$ cat src/rtl/swallow_div.sv
module swallow_div #(
  parameter int P       = 16,
  parameter int B_W     = 12,
  parameter int A_FIELD = 5
) (
  input  logic               clk,
  input  logic               rst_n,
  input  logic               en,
  input  logic [A_FIELD-1:0] a_in,
  input  logic [B_W-1:0]     b_in,
  output logic               modctl,
  output logic               fb_pulse,
  output logic               cfg_err
);
  localparam int A_W = $clog2(P);

  logic [A_W-1:0] a_eff, a_cur;
  logic [B_W-1:0] b_cur, cnt;
  logic           run, last;

  assign a_eff    = a_in[A_W-1:0];
  assign cfg_err  = (b_in < B_W'(3)) || (b_in < B_W'(a_eff));
  assign last     = run && (cnt == b_cur - 1'b1);
  assign modctl   = run && (cnt < B_W'(a_cur));
  assign fb_pulse = last;

  always_ff @(posedge clk) begin
    if (!rst_n) begin
      run   <= 1'b0;
      cnt   <= '0;
      a_cur <= '0;
      b_cur <= '0;
    end else if (!en) begin
      run <= 1'b0;
      cnt <= '0;
    end else if (!run || last) begin
      cnt <= '0;
      if (!cfg_err) begin
        a_cur <= a_eff;
        b_cur <= b_in;
        run   <= 1'b1;
      end
    end else begin
      cnt <= cnt + 1'b1;
    end
  end
endmodule


$ cat config.mk
export PLATFORM = sky130hd
export DESIGN_NAME = swallow_div
export DESIGN_NICKNAME = d
export VERILOG_FILES = /design/src/rtl/swallow_div.sv
export SDC_FILE = /design/constraint.sdc
export NUM_CORES = 1
export LEC_CHECK = 0
export ABC_AREA = 1
export CORE_ASPECT_RATIO = 0.5
export CORE_MARGIN = 2
export CORE_UTILIZATION = 56
export DETAILED_ROUTE_END_ITERATION = 10
export PLACE_DENSITY = 0.8
export SYNTH_ARGS = -nofsm -noshare
export SYNTH_HDL_FRONTEND = slang
export SYNTH_SLANG_ARGS = --single-unit
$ cat constraint.sdc
create_clock -name clk -period 2.55 [get_ports clk]
set_input_delay 0.765 -clock clk [delete_from_list [all_inputs] [get_ports clk]]
set_output_delay 0.765 -clock clk [all_outputs]
set_load 0.03 [all_outputs]
## Word-level counts from Yosys, hierarchy flattened

Index checks and enable logic that the tools add are counted.

| word-level totals | value |
|---|---|
| latch bits | 0 |
| word-level logic and storage cells | 22 |
| memories kept | 0 |
| bits in read-only memories | 0 |
| input bits | 20 |
| bits in writable memories | 0 |
| register bits | 29 |
| output and inout port bits | 3 |

| cells by class | value |
|---|---|
| $mul | 0 |
| div/mod/pow operators | 0 |
| bitwise logic cells | 3 |
| $add $sub $neg | 2 |
| reduce and logical (&&, ||, !) cells | 9 |
| $lt $le $gt $ge | 3 |
| equal/unequal tests | 1 |
| muxes and demuxes | 0 |
| shift-type cells | 0 |

Operator list:

| kind | count |
|---|---|
| $lt A12 B4 Y1 | 2 |
| $add A12 B1 Y12 const B | 1 |
| $eq A12 B12 Y1 | 1 |
| $lt A12 B2 Y1 const B | 1 |
| $sub A12 B1 Y12 const B | 1 |
| $reduce_and A2 Y1 | 2 |
| $not A1 Y1 | 3 |
| $reduce_and A3 Y1 | 1 |
| $reduce_or A3 Y1 | 1 |
| $logic_and A1 B1 Y1 | 2 |
| $logic_or A1 B1 Y1 | 2 |
| $logic_not A1 Y1 | 1 |

## Logic depth before layout (Yosys ltp)

| depth | value |
|---|---|
| depth in word-level cells | 5 |
| depth in mapped cells | 16 |
| mapped depth without buffers | 15 |

## Least setup slack after synthesis

No wires, ideal clock.

| timing | value |
|---|---|
| path kind | input-to-output |
| start | in a_in[1] |
| end | out cfg_err |
| setup slack | -0.163 ns |
| arrival time | 1.948 ns |
| path buffers | 0 |
| required time | 1.785 ns |
| cell stages on the path | 6 |
| path through | inv_1 ha_1 a21boi_0 o211ai_1 nand2_1 a21oi_1 |

| on the way | value |
|---|---|
| cells in the longest elaborated chain, start to end | 2 |

RTL lines:

| element | RTL line | RTL |
|---|---|---|
| start: declaration | 9 | `input logic [A_FIELD-1:0] a_in,` |
| $lt A12 B4 Y1 | 22 | `assign cfg_err = (b_in < B_W'(3)) \|\| (b_in < B_W'(a_eff));` |
| $logic_or A1 B1 Y1 | 22 |  |
| end: declaration | 13 | `output logic cfg_err` |

No other way between the ends.

## Final worst setup path

| timing | value |
|---|---|
| start | reg b_cur[1] |
| end | out fb_pulse |

| on the way | value |
|---|---|
| cells in the longest elaborated chain, start to end | 3 |

RTL lines:

| element | RTL line | RTL |
|---|---|---|
| start: declaration | 18 | `logic [B_W-1:0] b_cur, cnt;` |
| start signal: assignment | 40 | `b_cur <= b_in;` |
| $sub A12 B1 Y12 | 23 | `assign last = run && (cnt == b_cur - 1'b1);` |
| $eq A12 B12 Y1 | 23 |  |
| $logic_and A1 B1 Y1 | 23 |  |
| end: declaration | 12 | `output logic fb_pulse,` |

No other way between the ends.

==> tab_implementation.tex <==
\begin{tabular}{lr}
\hline
Metric & Value \\
\hline
\multicolumn{2}{l}{\textbf{Worst setup path}} \\
\quad Critical path peak fanout & 2 \\
\quad Capturing element type of the critical path & output pin \\
\quad End of the worst register-to-register path & b\_cur[3] \\
\quad Type of the setup path with the least slack & flip-flop to output pin \\
\quad Number of stages on the worst setup path & 13 \\
\quad Startpoint kind of the worst setup timing path & flip-flop \\
\quad Startpoint of the lowest-slack register-to-register path & b\_cur[1] \\
\quad Worst reg2reg setup slack & -0.12 ns \\
\quad Worst Path Buf+Inv & 3 \\
\quad Cell Chain, Critical Path & inv\_2 -> ha\_4 -> inv\_2 -> nand2\_2 -> nand2\_1 -> nor2\_1 -> nand3\_1 -> nor2\_1 -> nand2\_1 -> nor2\_2 -> nand3\_2 -> nor2\_2 -> buf\_6 \\
\quad WP data required & 1.79 ns \\
\quad CP delay by family, top & simple AND/OR/NAND/NOR gates \\
\quad Worst Path Arrival & 2.23 ns \\
\quad Worst path max stage delay & 0.37 ns \\
\quad Cell type of the slowest stage on the worst timing path & sky130\_fd\_sc\_hd\_\_dfxtp\_2 \\
\quad Worst r2r path cells & 18 \\
\multicolumn{2}{l}{\textbf{Finish}} \\
\quad Synthesis-to-layout area growth & 44.52\% \\
\quad Number of cells in the finished layout apart from fillers & between 400 and 500 \\
\quad Count of inserted antenna diode cells & 0 \\
\quad Number of fill cells & 166 \\
\quad Post-route cell area & 2806 µm² \\
\quad Layout cell share with drive strength beyond 1 & 0.3021 \\
\quad Total number of nets in the final design & 412 \\
\multicolumn{2}{l}{\textbf{Worst hold path}} \\
\quad HP Class & flip-flop to flip-flop \\
\quad Min-Delay Startpoint & a\_cur[0] \\
\quad Hold Path Stages & 2 \\
\quad Endpoint of the worst hold path & a\_cur[0] \\
\multicolumn{2}{l}{\textbf{Routing}} \\
\quad Via count & about 2700 \\
\quad Final wirelength & 8553 µm \\
\quad Average wire per cell in the routed design & 20.08 µm \\
\quad Post-DR vias/cell & 6.378 \\
\quad Detailed-routing iteration count for the pre-antenna-repair pass & 8 \\
\quad Count of nets left with antenna violations after detail routing & 0 \\
\quad Remaining routing DRC violations & 0 \\
\quad DRC violation total after the first TritonRoute iteration & 373 \\
\multicolumn{2}{l}{\textbf{Synth}} \\
\quad Biggest area contributors in the synthesized netlist & sky130\_fd\_sc\_hd\_\_dfxtp\_1, sky130\_fd\_sc\_hd\_\_nand2\_1, sky130\_fd\_sc\_hd\_\_inv\_1, sky130\_fd\_sc\_hd\_\_nor2\_1, sky130\_fd\_sc\_hd\_\_nand3\_1 \\
\quad Gate Count Post-Synth & 306 \\
\quad Post-synthesis sequential element count & 29 \\
\quad Area of the mapped netlist & 1942 µm² \\
\quad Synth cell types & 28 \\
\quad Sequential fraction of the synthesis area & 0.2990 \\
\quad Biggest area consumer among synthesized cells & sky130\_fd\_sc\_hd\_\_dfxtp\_1 \\
\quad Nets in the synthesized netlist & 334 \\
\quad Yosys synthesis warning count & 0 \\
\quad Post-Synthesis Mean Instance Area & roughly 6.3 µm² \\
\quad Post-synth top area share & 0.2990 \\
\multicolumn{2}{l}{\textbf{CTS}} \\
\quad CTS tree & yes \\
\quad Number of buffers inserted for hold repair after clock tree synthesis & 0 \\
\quad Clock root buffer & sky130\_fd\_sc\_hd\_\_clkbuf\_8 \\
\quad CTS clock-pin slew for the worst setup and hold paths & approximately 0.080 ns \\
\quad Number of buffers created by CTS & 5 \\
\quad H-tree depth & 2 \\
\quad Longest Clk Path Bufs & 2 \\
\quad Number of clock sinks & 29 \\
\quad Clk Latency, worst-skew pair & 0.31 ns \\
\multicolumn{2}{l}{\textbf{Floorplan}} \\
\quad Number of primary I/O pins & 23 \\
\quad Die Height & 45.64 µm \\
\quad Placeable core area & 3378 µm² \\
\quad Width of the die & 87.28 µm \\
\quad Initial Utilization & 0.5748 \\
\quad Number of placement rows & 15 \\
\quad Die area & $\sim$4000 µm² \\
\multicolumn{2}{l}{\textbf{Placement}} \\
\quad Worst slack after detailed placement & -0.4723 ns \\
\quad Final HPWL from detailed placement & approximately 3300 µm \\
\quad Number of buffers added on ports & 21 \\
\quad Placed cell areas & 2263 µm² \\
\quad Count of placed standard cells including taps & around 370 \\
\quad Final Wtd Congestion & 0.8608 \\
\multicolumn{2}{l}{\textbf{STA}} \\
\quad Setup repair after global routing missed its margin & true \\
\quad Final worst-path setup slack & -0.4439 ns \\
\quad Peak Freq & $\sim$330 MHz \\
\quad Max-slew headroom at the worst pin & 0.5952 \\
\quad Final max-slew violation count & 0 \\
\quad Clock period minus worst slack & around 3.0 ns \\
\quad Tcrit/Tclk final & 1.174 \\
\quad Count of endpoints failing hold in the final timing report & 0 \\
\quad Actual transition at the worst max-transition pin & 0.6017 ns \\
\quad WHS & between 0.5 and 0.6 ns \\
\quad Final-report setup violation count & 19 \\
\quad Skew final & roughly 0.016 ns \\
\multicolumn{2}{l}{\textbf{Global routing}} \\
\quad All-Layer GR Usage & 0.3766 \\
\quad Total grt overflow & 0 \\
\quad Wire length of the first global-routing pass & 10950 µm \\
\quad Number of antenna violations at the first check in global routing & 0 \\
\quad Pin count of the biggest net entering global routing & 33 \\
\quad Vias in the first global route & 2326 \\
\multicolumn{2}{l}{\textbf{Pwr}} \\
\quad Leakage & approximately 1.4 nW \\
\quad Largest vdd supply drop & around 260 µV \\
\quad Power density relative to cell area & 496.8 nW/µm² \\
\multicolumn{2}{l}{\textbf{Flow run}} \\
\quad Max-cap violation count & 0 \\
\multicolumn{2}{l}{\textbf{Run status}} \\
\quad Violations in the final reports & negative setup slack \\
\quad Result of the run & complete, but fails checks \\
\hline
\end{tabular}
## cells in the mapped netlist (all sizes together)
cell type and n:
dfxtp 29, clkbuf 3, xor2 7, nand4 4
o21ai 4, nor3 8, inv 51, nor2 47
nand3 32, nand3b 2, a21oi 21, xnor2 5
o211ai 3, and2 1, nor4 2, buf 6
ha 8, a21boi 2, nand2 71
## area by class of cell
type                            count  area, µm²  area share
Clock buffer                        5      68.82     0.02452
Tap cell                           42      52.55     0.01872
Multi-Input combinational cell    217       1222      0.4356
Timing Repair Buffer               80      650.6      0.2318
Sequential cell                    29      583.1      0.2078
Clock inverter                      2      35.03     0.01248
Inverter                           51      193.9     0.06910
## flip-flops by register name (all words and copies together), names as in the netlist
register  flops
cnt          12
run           1
a_cur         4
b_cur        12
## through the flow
stage / power [mW] / TNS [ns] / util
detailed placement: 0.7574 / -3.556 / 0.6700
global placement: 0.7490 / -2.636 / 0.6700
global route: 1.415 / -1.766 / 0.8307
CTS: 1.272 / -0.1859 / 0.8122
floorplan: 0.6796 / 0 / -
finish: 1.394 / -1.564 / 0.8307
## what timing repair did
item / 4_1_cts / 5_1_grt
hold endpoints to repair: 0 / 0
pin swaps: 18 / 22
resized for setup: 40 / 25
buffers inserted: 43 / 2
endpoints found under the setup margin: 2 / 30
## worst reg2reg max path: stages, from the launching register on
cell	delay, ns
sky130_fd_sc_hd__dfxtp_2	0.37
sky130_fd_sc_hd__inv_2	0.07
sky130_fd_sc_hd__ha_4	0.28
sky130_fd_sc_hd__inv_2	0.04
sky130_fd_sc_hd__nand2_2	0.05
sky130_fd_sc_hd__nand2_1	0.06
sky130_fd_sc_hd__nor2_1	0.17
sky130_fd_sc_hd__nand3_1	0.13
sky130_fd_sc_hd__nor2_1	0.12
sky130_fd_sc_hd__nand2_1	0.07
sky130_fd_sc_hd__nor2_2	0.10
sky130_fd_sc_hd__nand3_2	0.14
sky130_fd_sc_hd__buf_4	0.17
sky130_fd_sc_hd__buf_4	0.12
sky130_fd_sc_hd__buf_4	0.15
sky130_fd_sc_hd__nand2_8	0.17
sky130_fd_sc_hd__nand3_1	0.15
sky130_fd_sc_hd__nand2_1	0.14
sky130_fd_sc_hd__nor2_1	0.06
## worst max path at each step
stage               endpoint  slack (ns)     start
global placement     cfg_err       -0.42   a_in[1]
CTS                 fb_pulse       -0.14  b_cur[1]
finish              fb_pulse       -0.44  b_cur[1]
detailed placement   cfg_err       -0.47   a_in[1]
global route        fb_pulse       -0.42  b_cur[1]
floorplan            cfg_err       0.006   a_in[1]
## power by group
part	switching, mW	internal (mW)	leakage [nW]
combinational	0.227	0.167	1.07
clock	0.214	0.284	0.0540
sequential	0.0284	0.474	0.238
total	0.469	0.925	1.36
## logic make-up (layout without fill, tap and decap cells)
family                   after synthesis  after routing  synth area share
flip-flops                            29             29            0.2990
AND/OR/NAND/NOR                      167            167            0.3834
XOR/XNOR                              12             12           0.05412
AO/OA/AOI/OAI                         30             30           0.08375
buffers and inverters                 60            138            0.1282
adder cells (fa/ha/maj)                8              8           0.05155
## routing by layer
layer  vias to the layer above  GRT usage  wire length (µm)
met1                      1154     0.4305              2882
met5                         -          0                 0
met3                       120     0.1359              1244
li1                       1115          -                 -
met2                       328     0.6500              3511
met4                         0     0.1692               914
## placed cells by master (no fill, tap or decap), types with 5 or more instances in the layout
cell,instances
sky130_fd_sc_hd__nand2_1,64
sky130_fd_sc_hd__buf_4,59
sky130_fd_sc_hd__inv_1,39
sky130_fd_sc_hd__nor2_1,39
sky130_fd_sc_hd__nand3_1,28
sky130_fd_sc_hd__dfxtp_1,27
sky130_fd_sc_hd__a21oi_1,19
sky130_fd_sc_hd__inv_2,11
sky130_fd_sc_hd__xor2_1,7
sky130_fd_sc_hd__nor3_1,7
sky130_fd_sc_hd__dlygate4sd2_1,6
sky130_fd_sc_hd__nor2_2,5
sky130_fd_sc_hd__xnor2_1,5
sky130_fd_sc_hd__nand2_2,5
sky130_fd_sc_hd__ha_1,5
sky130_fd_sc_hd__clkbuf_8,5
(Power assumes the default switching activity.)
